==> config.mk <==
export PLATFORM = sky130hd
export DESIGN_NAME = ssn_store
export DESIGN_NICKNAME = d
export VERILOG_FILES = /design/src/rtl/ssn_pkg.sv /design/src/rtl/ssn_zero_count.sv /design/src/rtl/ssn_addr_map.sv /design/src/rtl/ssn_store.sv
export SDC_FILE = /design/constraint.sdc
export NUM_CORES = 1
export LEC_CHECK = 0
export ABC_AREA = 1
export CAP_MARGIN = 20
export CORE_UTILIZATION = 56
export CTS_CLUSTER_DIAMETER = 80
export CTS_CLUSTER_SIZE = 28
export DETAILED_ROUTE_END_ITERATION = 6
export GPL_ROUTABILITY_DRIVEN = 1
export PLACE_DENSITY = 0.82
export REMOVE_ABC_BUFFERS = 1
export SETUP_SLACK_MARGIN = 0.15
export SYNTH_ARGS = -nofsm -noshare
export SYNTH_HDL_FRONTEND = slang
export SYNTH_HIERARCHICAL = 1
export SYNTH_SLANG_ARGS = --single-unit
==> constraint.sdc <==
create_clock -name clk -period 9.8 [get_ports clk]
set_clock_uncertainty 0.05 [all_clocks]
set_input_delay 1.96 -clock clk [delete_from_list [all_inputs] [get_ports clk]]
set_output_delay 1.96 -clock clk [all_outputs]
set_load 0.05 [all_outputs]
==> src/rtl/ssn_pkg.sv <==
package ssn_pkg;
   typedef enum logic [1:0] {FL_NOP = 2'd0, FL_READ = 2'd1, FL_PROG = 2'd2, FL_ERASE = 2'd3} fl_cmd_e;
   typedef enum logic [1:0] {RES_OK = 2'd0, RES_EMPTY = 2'd1, RES_NEEDS_INIT = 2'd2} res_e;
   typedef enum logic [1:0] {SLOT_DATA, SLOT_STAT, SLOT_SIG} slot_e;
   localparam logic [31:0] SIG_GOOD = 32'h0000_600D;
   localparam int MAX_SETS = 1984;
   function automatic int stat_words(input int n);
      return (n + 31) / 32;
   endfunction
endpackage

==> src/rtl/ssn_zero_count.sv <==
module ssn_zero_count #(
   parameter int W    = 32,
   parameter int CNTW = 6
) (
   input  logic [W-1:0]    word,
   input  logic [CNTW-1:0] nvalid,
   output logic [CNTW-1:0] zeros
);
   logic [W-1:0] hit;
   for (genvar b = 0; b < W; b++) begin : g_bit
      assign hit[b] = ~word[b] && (CNTW'(b) < nvalid);
   end
   assign zeros = CNTW'($countones(hit));
endmodule

==> src/rtl/ssn_addr_map.sv <==
module ssn_addr_map import ssn_pkg::*; #(
   parameter int SETS0 = 8,
   parameter int SETS1 = 8,
   parameter int SAW   = 4,
   parameter int CW    = 4
) (
   input  logic          sec,
   input  slot_e         kind,
   input  logic [CW-1:0] idx,
   output logic [SAW:0]  addr
);
   logic [SAW-1:0] stat_base [2];
   logic [SAW-1:0] sig_off   [2];
   for (genvar s = 0; s < 2; s++) begin : g_sec
      localparam int NS = (s == 0) ? SETS0 : SETS1;
      assign stat_base[s] = SAW'(NS);
      assign sig_off[s]   = SAW'(NS + stat_words(NS));
   end
   always_comb begin
      unique case (kind)
         SLOT_STAT: addr = {sec, stat_base[sec] + SAW'(idx)};
         SLOT_SIG:  addr = {sec, sig_off[sec]};
         default:   addr = {sec, SAW'(idx)};
      endcase
   end
endmodule

==> src/rtl/ssn_store.sv <==
module ssn_store import ssn_pkg::*; #(
   parameter int SETS0 = 8,
   parameter int SETS1 = 8,
   localparam int STW0 = stat_words(SETS0),
   localparam int STW1 = stat_words(SETS1),
   localparam int REGM = (SETS0 + STW0 > SETS1 + STW1) ? SETS0 + STW0 + 1 : SETS1 + STW1 + 1,
   localparam int SAW  = $clog2(REGM),
   localparam int FAW  = SAW + 1
) (
   input  logic           clk,
   input  logic           rst_n,
   input  logic           init_req,
   input  logic           rd_req,
   input  logic           wr_req,
   input  logic [31:0]    wr_data,
   output logic           busy,
   output logic           done,
   output logic [1:0]     result,
   output logic [31:0]    rd_data,
   output logic           fl_req,
   output logic [1:0]     fl_cmd,
   output logic [FAW-1:0] fl_addr,
   output logic [31:0]    fl_wdata,
   input  logic           fl_ack,
   input  logic [31:0]    fl_rdata
);
   localparam int MAXS = (SETS0 > SETS1) ? SETS0 : SETS1;
   localparam int CW   = $clog2(MAXS + 1);
   localparam logic [CW-1:0] CAP0 = CW'(SETS0);
   localparam logic [CW-1:0] CAP1 = CW'(SETS1);

   if (SETS0 < 1 || SETS0 > MAX_SETS) begin : g_bad_cap0
      $error("SETS0 out of range");
   end
   if (SETS1 < 1 || SETS1 > MAX_SETS) begin : g_bad_cap1
      $error("SETS1 out of range");
   end

   typedef enum logic [4:0] {
      S_SIG0, S_SIG1, S_SCAN, S_DECIDE, S_BOOT_ER, S_IDLE, S_RD, S_WR_DATA, S_WR_STAT,
      S_SW_READ, S_SW_COPY, S_SW_NEW, S_SW_STAT, S_SW_SIG, S_SW_ERASE,
      S_IN_ER0, S_IN_ER1, S_IN_SIG
   } state_e;

   state_e        state;
   logic          pend, act, vld, scan_s, victim;
   logic [1:0]    sig_ok;
   logic [CW-1:0] cnt_q [2];
   logic [CW-1:0] scan_w;
   logic [31:0]   din_q, last_q;

   // Derived view of the active and spare sectors
   logic          oth, two_slot;
   logic [CW-1:0] cap_act, cap_oth, cnt_act, scan_cap, scan_last;
   logic [31:0]   cnt_w, rem;
   logic [5:0]    nvalid, zeros;
   assign oth       = ~act;
   assign cap_act   = act ? CAP1 : CAP0;
   assign cap_oth   = act ? CAP0 : CAP1;
   assign two_slot  = cap_oth >= CW'(2);
   assign cnt_act   = cnt_q[act];
   assign cnt_w     = 32'(cnt_act);
   assign scan_cap  = scan_s ? CAP1 : CAP0;
   assign scan_last = scan_s ? CW'(STW1 - 1) : CW'(STW0 - 1);
   assign rem       = 32'(scan_cap) - (32'(scan_w) << 5);
   assign nvalid    = (rem > 32'd32) ? 6'd32 : rem[5:0];
   assign busy      = (state != S_IDLE);

   ssn_zero_count #(.W(32), .CNTW(6)) zc_i (.word(fl_rdata), .nvalid(nvalid), .zeros(zeros));

   // Flash operation chosen by the current state
   fl_cmd_e       op_cmd;
   logic          op_sec;
   slot_e         op_kind;
   logic [CW-1:0] op_idx;
   logic [31:0]   op_wd;
   logic [FAW-1:0] op_addr;

   always_comb begin
      op_cmd = FL_NOP; op_sec = act; op_kind = SLOT_DATA; op_idx = '0; op_wd = '1;
      unique case (state)
         S_SIG0:     begin op_cmd = FL_READ;  op_sec = 1'b0; op_kind = SLOT_SIG; end
         S_SIG1:     begin op_cmd = FL_READ;  op_sec = 1'b1; op_kind = SLOT_SIG; end
         S_SCAN:     begin op_cmd = FL_READ;  op_sec = scan_s; op_kind = SLOT_STAT; op_idx = scan_w; end
         S_BOOT_ER:  begin op_cmd = FL_ERASE; op_sec = victim; end
         S_RD:       begin op_cmd = FL_READ;  op_idx = cnt_act - CW'(1); end
         S_WR_DATA:  begin op_cmd = FL_PROG;  op_idx = cnt_act; op_wd = din_q; end
         S_WR_STAT:  begin
            op_cmd = FL_PROG; op_kind = SLOT_STAT; op_idx = CW'(cnt_w >> 5);
            op_wd = ~(32'h1 << cnt_w[4:0]);
         end
         S_SW_READ:  begin op_cmd = FL_READ;  op_idx = cap_act - CW'(1); end
         S_SW_COPY:  begin op_cmd = FL_PROG;  op_sec = oth; op_wd = last_q; end
         S_SW_NEW:   begin op_cmd = FL_PROG;  op_sec = oth; op_idx = CW'(two_slot); op_wd = din_q; end
         S_SW_STAT:  begin
            op_cmd = FL_PROG; op_sec = oth; op_kind = SLOT_STAT;
            op_wd = two_slot ? 32'hFFFF_FFFC : 32'hFFFF_FFFE;
         end
         S_SW_SIG:   begin op_cmd = FL_PROG;  op_sec = oth; op_kind = SLOT_SIG; op_wd = SIG_GOOD; end
         S_SW_ERASE: begin op_cmd = FL_ERASE; end
         S_IN_ER0:   begin op_cmd = FL_ERASE; op_sec = 1'b0; end
         S_IN_ER1:   begin op_cmd = FL_ERASE; op_sec = 1'b1; end
         S_IN_SIG:   begin op_cmd = FL_PROG;  op_sec = 1'b0; op_kind = SLOT_SIG; op_wd = SIG_GOOD; end
         default:    ;
      endcase
   end

   ssn_addr_map #(.SETS0(SETS0), .SETS1(SETS1), .SAW(SAW), .CW(CW)) map_i (
      .sec(op_sec), .kind(op_kind), .idx(op_idx), .addr(op_addr));

   always_ff @(posedge clk or negedge rst_n) begin
      if (!rst_n) begin
         state <= S_SIG0; pend <= 1'b0; act <= 1'b0; vld <= 1'b0; scan_s <= 1'b0;
         victim <= 1'b0; sig_ok <= 2'b00; cnt_q[0] <= '0; cnt_q[1] <= '0; scan_w <= '0;
         din_q <= '0; last_q <= '0; done <= 1'b0; result <= RES_OK; rd_data <= '0;
         fl_req <= 1'b0; fl_cmd <= FL_NOP; fl_addr <= '0; fl_wdata <= '0;
      end else begin
         fl_req <= 1'b0;
         done   <= 1'b0;
         if (state == S_IDLE) begin
            if (init_req) state <= S_IN_ER0;
            else if (wr_req) begin
               if (!vld) begin done <= 1'b1; result <= RES_NEEDS_INIT; end
               else begin
                  din_q <= wr_data;
                  state <= (cnt_act == cap_act) ? S_SW_READ : S_WR_DATA;
               end
            end else if (rd_req) begin
               if (!vld) begin done <= 1'b1; result <= RES_NEEDS_INIT; end
               else if (cnt_act == '0) begin done <= 1'b1; result <= RES_EMPTY; end
               else state <= S_RD;
            end
         end else if (state == S_DECIDE) begin
            unique case (sig_ok)
               2'b11: begin
                  victim <= (cnt_q[0] < cnt_q[1]) ? 1'b0 : 1'b1;
                  act    <= (cnt_q[0] < cnt_q[1]) ? 1'b1 : 1'b0;
                  vld    <= 1'b1;
                  state  <= S_BOOT_ER;
               end
               2'b01:   begin act <= 1'b0; vld <= 1'b1; cnt_q[1] <= '0; state <= S_IDLE; end
               2'b10:   begin act <= 1'b1; vld <= 1'b1; cnt_q[0] <= '0; state <= S_IDLE; end
               default: begin vld <= 1'b0; state <= S_IDLE; end
            endcase
         end else if (!pend) begin
            fl_req <= 1'b1; fl_cmd <= op_cmd; fl_addr <= op_addr; fl_wdata <= op_wd;
            pend   <= 1'b1;
         end else if (fl_ack) begin
            pend <= 1'b0;
            unique case (state)
               S_SIG0: begin sig_ok[0] <= (fl_rdata == SIG_GOOD); state <= S_SIG1; end
               S_SIG1: begin
                  sig_ok[1] <= (fl_rdata == SIG_GOOD);
                  scan_s <= 1'b0; scan_w <= '0; state <= S_SCAN;
               end
               S_SCAN: begin
                  cnt_q[scan_s] <= cnt_q[scan_s] + CW'(zeros);
                  if (scan_w != scan_last) scan_w <= scan_w + CW'(1);
                  else if (!scan_s) begin scan_s <= 1'b1; scan_w <= '0; end
                  else state <= S_DECIDE;
               end
               S_BOOT_ER: begin cnt_q[victim] <= '0; state <= S_IDLE; end
               S_RD: begin
                  rd_data <= fl_rdata; done <= 1'b1; result <= RES_OK; state <= S_IDLE;
               end
               S_WR_DATA: state <= S_WR_STAT;
               S_WR_STAT: begin
                  cnt_q[act] <= cnt_act + CW'(1);
                  done <= 1'b1; result <= RES_OK; state <= S_IDLE;
               end
               S_SW_READ: begin last_q <= fl_rdata; state <= two_slot ? S_SW_COPY : S_SW_NEW; end
               S_SW_COPY: state <= S_SW_NEW;
               S_SW_NEW:  state <= S_SW_STAT;
               S_SW_STAT: state <= S_SW_SIG;
               S_SW_SIG:  state <= S_SW_ERASE;
               S_SW_ERASE: begin
                  cnt_q[oth] <= two_slot ? CW'(2) : CW'(1);
                  cnt_q[act] <= '0; act <= oth;
                  done <= 1'b1; result <= RES_OK; state <= S_IDLE;
               end
               S_IN_ER0: state <= S_IN_ER1;
               S_IN_ER1: state <= S_IN_SIG;
               S_IN_SIG: begin
                  act <= 1'b0; vld <= 1'b1; cnt_q[0] <= '0; cnt_q[1] <= '0;
                  done <= 1'b1; result <= RES_OK; state <= S_IDLE;
               end
               default: state <= S_IDLE;
            endcase
         end
      end
   end
endmodule

# Word level (Yosys, flattened, before mapping)

Cells that the tools add are included.

Output and inout bits: 76
Register bits after elaboration: 163

$lt $le $gt $ge: 43
Shift-type cells: 1
Multiplexer cells: 92
Bitwise operators: 50
Reductions and logical operators: 78
Equal/unequal tests: 40
Add/sub/neg operators: 37

Operator list:

| kind                                                                         | number |
|---|---|
| 32-bit one-hot mux with 5 select lines                                       | 1 |
| 5-bit by 6-bit less-than comparator with 1-bit output (first input constant) | 16 |
| 4-bit two-way mux                                                            | 19 |
| 4-bit adder                                                                  | 17 |
| 5-bit two-way mux                                                            | 12 |
| 5-bit one-hot mux with 11 select lines                                       | 1 |
| 4-bit by 6-bit less-than comparator with 1-bit output (first input constant) | 8 |
| 5-bit by 4-bit equality test with 1-bit output (second input constant)       | 8 |
| 8-bit one-hot mux with 5 select lines                                        | 1 |
| 1-bit inverter                                                               | 37 |
| 1-bit logical AND                                                            | 36 |
| 5-bit AND reduction                                                          | 7 |
| 1-bit by 1-bit adder with 2-bit output                                       | 16 |
| 32-bit by 15-bit equality test with 1-bit output (second input constant)     | 1 |
| 32-bit by 6-bit > comparator with 1-bit output (second input constant)       | 1 |
| 32-bit inverter                                                              | 1 |
| 1-bit by 4-bit left shift with 32-bit output (first input constant)          | 1 |
| 1-bit two-way mux                                                            | 28 |
| 3-bit by 6-bit less-than comparator with 1-bit output (first input constant) | 4 |
| 8-bit two-way mux                                                            | 3 |
| 2-bit two-way mux                                                            | 11 |
| 5-bit by 3-bit equality test with 1-bit output (second input constant)       | 4 |
| 4-bit one-hot mux with 5 select lines                                        | 1 |
| 8-bit AND                                                                    | 2 |
| 52 further kinds                                                             | 105 |

# Longest topological paths before layout

Gate-level depths: netlist of the first run.

Word-level depth: 16
Gate-level depth with buffers: 40
Depth with buffers taken out: 40

# Modules after synthesis

The synthesis of the first run kept the hierarchy.

Modules (own cells, without submodules):

| module         | cells each | sequential area each (um^2) | area each (um^2) | instances |
|---|---|---|---|---|
| ssn_store      | 1041       | 4078.9                      | 8495.6           | 1 |
| ssn_zero_count | 192        | 0.0                         | 1422.6           | 1 |
| ssn_addr_map   | 18         | 0.0                         | 95.1             | 1 |

# Worst setup path after synthesis of the first run

OpenSTA, ideal clock, no wires.

Path type: in2reg
Start: input fl_rdata[16]
End: register cnt_q[7] (netlist bit)
Setup slack: 1.465 ns
Buffers on the path: 0
Cell stages on the path: 27
Arrival time: 8.168 ns
Setup time: 0.117 ns
Cell sequence: nor2_1 -> o21ai_0 -> fa_1 -> fa_1 -> fa_1 -> inv_1 -> ha_1 -> fa_1 -> inv_1 -> fa_1 -> inv_1 -> ha_1 -> inv_1 -> fa_1 -> inv_1 -> fa_1 -> ha_1 -> fa_1 -> xor2_1 -> ha_1 -> and3_1 -> nor2_1 -> nand3_1 -> nand3_1 -> nand2_1 -> nand3_1 -> nand2_1

Longest elaborated chain between the ends: 13

Ends and longest elaborated chain:

| element                                                      | RTL line             | text |
|---|---|---|
| from (decl)                                                  | ssn_store.sv:25      | `input logic [31:0] fl_rdata` |
| 1-bit inverter                                               | ssn_zero_count.sv:11 | `assign hit[b] = ~word[b] && (CNTW'(b) < nvalid);` |
| 1-bit logical AND                                            | ssn_zero_count.sv:11 |  |
| 1-bit by 1-bit adder with 2-bit output (implied by the code) | ssn_zero_count.sv:13 | `assign zeros = CNTW'($countones(hit));` |
| 4-bit adder (implied by the code) (4 in series)              | ssn_zero_count.sv:13 |  |
| net zeros[2]                                                 | ssn_store.sv:56      | `logic [5:0] nvalid, zeros;` |
| 4-bit adder                                                  | ssn_store.sv:157     | `cnt_q[scan_s] <= cnt_q[scan_s] + CW'(zeros);` |
| 8-bit bitwise mux                                            | ssn_store.sv:157     |  |
| 8-bit one-hot mux with 5 select lines                        | ssn_store.sv:150     | `unique case (state)` |
| 8-bit two-way mux                                            | ssn_store.sv:148     | `end else if (fl_ack) begin` |
| 8-bit two-way mux                                            | ssn_store.sv:145     | `end else if (!pend) begin` |
| 8-bit two-way mux                                            | ssn_store.sv:133     | `end else if (state == S_DECIDE) begin` |
| to (signal, indexed assignment)                              | ssn_store.sv:157     |  |
| to (signal, indexed assignment)                              | ssn_store.sv:168     | `cnt_q[act] <= cnt_act + CW'(1);` |
| to (signal, indexed assignment)                              | ssn_store.sv:177     | `cnt_q[oth] <= two_slot ? CW'(2) : CW'(1);` |
| to (decl)                                                    | ssn_store.sv:48      | `logic [CW-1:0] cnt_q [2];` |

The timed path passes the listed nets, and every way through them passes these cells. The select of a mux whose other input is x is not followed.
A chain may end at the register's enable or synchronous reset.

# Final worst setup path of the first run

Start: input fl_rdata[17]
End: register cnt_q[3] (netlist bit)

Same word-level chain as after synthesis.

==> results.md, run 1 <==
- Run status: completed
- # hold bufs at CTS: 0
- Initial antenna violation count: 0
- Ant diodes: 0
- Final Hold Fails: 0
- Minimum clock period: 8730 ps
- Die height: 135 microns
- Average size of a mapped cell: 8.04 sq um
- CP Class: primary input to flip-flop
- Layout cells sized above 1: 0.0895
- Post-DP HPWL: 19,800 microns
- # resized after CTS: 0
- Port Buffer Count: 145
- Critical Path AT: 9020 ps
- # Max-Cap Violations: 0
- Post-CTS Setup Repair Bufs: 0
- Critical Path Start Type: primary input
- Placeable Area: 17,200 sq um
- CTS H-tree depth: 4
- Worst rel slew slack: 0.411
- Slew Viols, Final: 0
- Endpoint type of the worst setup path: flip-flop
- Die area: 18,200 sq um
- Root Driver: clkbuf_16
- Deepest clock path buffer count: 2
- Final Wtd Congestion: 0.937
- Vias in the first global route: 8,658
- Hold crit path type: flip-flop to flip-flop
- Largest net degree at the start of global routing: 87
- Worst path top cell family by delay: adder cells
- WHS: 432 ps
- FP Rows: 48
- RSZ-0062 raised after global routing: no
- Total gr overflow: 0
- Die W: 135 microns
- Commonest cells after routing, fill and taps aside: 239 x nand2_1, 163 x dfrtp_1, 158 x inv_1, 155 x nor2_1, 144 x clkdlybuf4s50_1
- DRT iter0 DRCs: 696
- Final setup TNS: 0 ps
- Setup violators final: 0
- Worst path slowest cell: fa_1
- Worst-Margin Slew: 883 ps
- CP most frequent cell: fa_1
- GRT Overall Usage: 0.321
- Clk_lat worst skew: 440 ps
- R2R setup slack: 1290 ps
- Final nets: 1,506
- Clock-pin slew on the worst setup and hold paths: 70 ps
- Starting Density: 0.573
- Post-synthesis cell count: 1,227
- CP required: 10,080 ps
- DR pass1 iterations: 6
- IO Count: 146
- CP peak stage delay: 550 ps
- WP buf/inv: 6
- Max Fclk: 115 MHz
- Inserted Clock Buffers: 17
- DR DRC count: 0
- Commonest non-fill, non-tap cell in the layout: nand2_1
- Post-DP Area: 11,500 sq um
- Final instance area: 12,100 sq um
- Clock sink count: 163
- CP max FO: 3
- Crit share post-route: 0.891
- WL/cell: 17.0 microns
- Total number of vias: 8,983
- First-pass GRT wire length: 44,600 microns
- TritonCTS clock tree: yes
- Drt total wl: 27,300 microns
- Yosys Warn Count: 6
- DR vias/cell: 5.58
- Synthesized area: 9870 sq um
- Area grow syn2layout: 22.7%
- Antenna Nets Post-Route: 0
==> sequential cells by signal, indices dropped and copies added, names as in the netlist, 2 cells and up <==
register and flops:
fl_cmd 2, state 5, result 2, cnt_q 8, sig_ok 2, last_q 32, din_q 32, scan_w 4
fl_wdata 32, fl_addr 5, rd_data 32
==> final cells by class <==
| cell class | instances | area (sq um) |
|---|---|---|
| well taps | 225 | 282 |
| inverters | 170 | 638 |
| fillers | 1358 | 5130 |
| repair buffers | 154 | 1550 |
| flip-flops and latches | 163 | 4080 |
| multi-input cells | 867 | 4950 |
| clock buffers | 18 | 439 |
| clock inverters | 14 | 165 |
==> through the flow <==
stage	utilization	setup slack [ps]	instances
4_1_cts	0.699	1110	1609
6_report	0.702	1070	1611
3_5_place_dp	0.664	672	1577
5_1_grt	0.702	723	1611
3_3_place_gp	0.664	805	1577
2_1_floorplan	-	1460	1200
==> tightest hold or removal path: cells and delay by family, from the launching register on <==
kind / cells / cell delay [ps]
DFF: 1 / 350
and+or+nand+nor: 2 / 100
==> path summary, 6_finish.rpt <==
| kind | from | end | cells past startpoint |
|---|---|---|---|
| max in group asynchronous | rst_n | fl_wdata[2]$_DFFE_PN0P_ | 3 |
| min reg2reg | fl_addr[2]$_DFFE_PN0P_ | fl_addr[2]$_DFFE_PN0P_ | 2 |
| max reg2reg | scan_w[0]$_DFFE_PN0P_ | cnt_q[3]$_DFFE_PN0P_ | 34 |
| min | fl_addr[2]$_DFFE_PN0P_ | fl_addr[2]$_DFFE_PN0P_ | 2 |
| min in group asynchronous | rst_n | din_q[9]$_DFFE_PN0P_ | 1 |
| max | fl_rdata[17] | cnt_q[3]$_DFFE_PN0P_ | 28 |
==> routing by layer <==
layer,routed length (microns),global-route usage,part of all wire
met2,12400,0.487,0.45
met1,12000,0.452,0.44
met5,0,0,0
met4,700,0.114,0.026
met3,2220,0.0728,0.081
Power of run 1 is left out: the tool's default activity adds up to more than one toggle a clock period on the data nets, which glitch-free logic cannot reach.
==> run 2: changes to the inputs <==
Settings changed: CAP_MARGIN 20 to default, HOLD_SLACK_MARGIN from default to 0.05, SKIP_CTS_REPAIR_TIMING from default to 1.
==> run 2 against run 1 <==
Fmax about the same. Highest routed layer unchanged. Register-to-register slack better by 20 ps. Critical path depth unchanged. Clock-buffer cell count unchanged. Cell area down 0.39%. Routed wire length down 0.43%.
==> results.md, run 2 (synthesis results as in run 1) <==
- Crit share post-route: 0.892 (about the same)
- DRT iter0 DRCs: 783 (+13%)
- DR pass1 iterations: 5 (-1)
- Clk_lat worst skew: 440 ps (about the same)
- Initial antenna violation count: 0 (unchanged)
- First-pass GRT wire length: 44,600 microns (unchanged)
- Worst Setup SP: fl_rdata[16]
- RR Startpoint: scan_w[0]$_DFFE_PN0P_
- Final nets: 1,504 (-0.13%)
- RSZ-0062 raised after global routing: no
- FP Rows: 48 (unchanged)
- Run status: completed
- Minimum clock period: 8740 ps (+7.61 ps)
- Final instance area: 12,100 sq um (-0.39%)
- Critical Path Start Type: primary input
- Post-DP HPWL: 19,800 microns (unchanged)
- CP Class: primary input to flip-flop
- Deepest clock path buffer count: 2 (unchanged)
- Final worst setup slack: 1060 ps (-7.61 ps)
- Worst hold path startpoint: fl_addr[2]$_DFFE_PN0P_
- CP max FO: 3 (unchanged)
- Ant diodes: 0 (unchanged)
- IO Count: 146 (unchanged)
- Die W: 135 microns (unchanged)
- Worst rel slew slack: 0.255 (-0.156)
- WL/cell: 16.9 microns (-0.31%)
- Clock sink count: 163 (unchanged)
- Port Buffer Count: 145 (unchanged)
- GRT Overall Usage: 0.321 (unchanged)
- Total number of vias: 8,959 (-0.27%)
- Antenna Nets Post-Route: 0 (unchanged)
- Layout cells sized above 1: 0.0882 (-0.00132)
- Drt total wl: 27,200 microns (-0.43%)
- Commonest cells after routing, fill and taps aside: 239 x nand2_1, 163 x dfrtp_1, 158 x inv_1, 155 x nor2_1, 144 x clkdlybuf4s50_1
- Area grow syn2layout: 22.2%
- Starting Density: 0.573 (unchanged)
- Critical Path AT: 9030 ps (about the same)
- Final Wtd Congestion: 0.937 (unchanged)
- Total gr overflow: 0 (unchanged)
- Vias in the first global route: 8,658 (unchanged)
- Slew Viols, Final: 0 (unchanged)
- DR DRC count: 0 (unchanged)
- Die area: 18,200 sq um (unchanged)
- Hold crit path type: flip-flop to flip-flop
- Final Hold Fails: 0 (unchanged)
- CP required: 10,090 ps (about the same)
- Placeable Area: 17,200 sq um (unchanged)
- Setup violators final: 0 (unchanged)
- Fillers: 1,364 (+0.44%)
- Inserted Clock Buffers: 17 (unchanged)
- # Max-Cap Violations: 0 (unchanged)
- Post-DP Area: 11,500 sq um (unchanged)
- Endpoint type of the worst setup path: flip-flop
- Root Driver: clkbuf_16
- Pre-CTS setup slack: 672 ps (unchanged)
- Worst-Margin Slew: 1110 ps (+230 ps)
- Commonest non-fill, non-tap cell in the layout: nand2_1
- TritonCTS clock tree: yes
- Clock-pin slew on the worst setup and hold paths: 70 ps (about the same)
- Die height: 135 microns (unchanged)
- Largest net degree at the start of global routing: 87 (unchanged)
- Max Fclk: 114 MHz (about the same)
- DR vias/cell: 5.57 (-0.14%)
- Final setup TNS: 0 ps (unchanged)
- CTS H-tree depth: 4 (unchanged)
run 2: cell count changes in the layout (fill, tap and decap cells not counted), sizes merged:
| cell | before | now |
|---|---|---|
| buf | 10 | 8 |
run 2: area by class of cell:
cell class | count | area, sq um | share of cell area
Multi-Input combinational cell | 867 | 4950 | 0.410
Sequential cell | 163 | 4080 | 0.338
Timing Repair Buffer | 152 | 1510 | 0.125
Inverter | 170 | 638 | 0.0529
Clock buffer | 18 | 439 | 0.0364
Tap cell | 225 | 282 | 0.0233
Clock inverter | 14 | 165 | 0.0137
run 2: final timing paths:
| kind | end | slack, ps | depth (start not counted) |
|---|---|---|---|
| min | fl_addr[2]$_DFFE_PN0P_ | 430 | 2 |
| max reg2reg | cnt_q[3]$_DFFE_PN0P_ | 1310 | 34 |
| max in group asynchronous | din_q[4]$_DFFE_PN0P_ | 6640 | 2 |
| min reg2reg | fl_addr[2]$_DFFE_PN0P_ | 430 | 2 |
| max | cnt_q[3]$_DFFE_PN0P_ | 1060 | 28 |
| min in group asynchronous | din_q[9]$_DFFE_PN0P_ | 1520 | 1 |
run 2: through the flow:
stage | hold slack (ps) | util | std cells
floorplan | 405 | - | 1200
global placement | 416 | 0.664 | 1577
detailed placement | 420 | 0.664 | 1577
CTS | 438 | 0.699 | 1609
global route | 452 | 0.699 | 1609
finish | 433 | 0.699 | 1609
run 2: critical path, stage by stage:
cell and delay (ps):
clkdlybuf4s50_1 470, nor2_1 130, o21ai_0 130, fa_1 520, fa_1 540, fa_1 550
inv_1 40, ha_1 220, fa_1 480, inv_1 50, fa_1 480, inv_1 50
ha_1 260, inv_1 60, fa_1 530, inv_1 50, fa_1 470, ha_1 350
fa_1 450, xor2_1 180, ha_1 350, and3_1 200, nor2_1 90, nand3_1 90
nand3_1 100, nand2_1 60, nand3_1 120, nand2_1 50
run 2: per-layer routing:
layer | GRT usage | wire [microns]
met1 | 0.452 | 12000
met2 | 0.487 | 12300
met3 | 0.0728 | 2170
met4 | 0.114 | 724
met5 | 0 | 0
Power of run 2 is left out for the same reason.
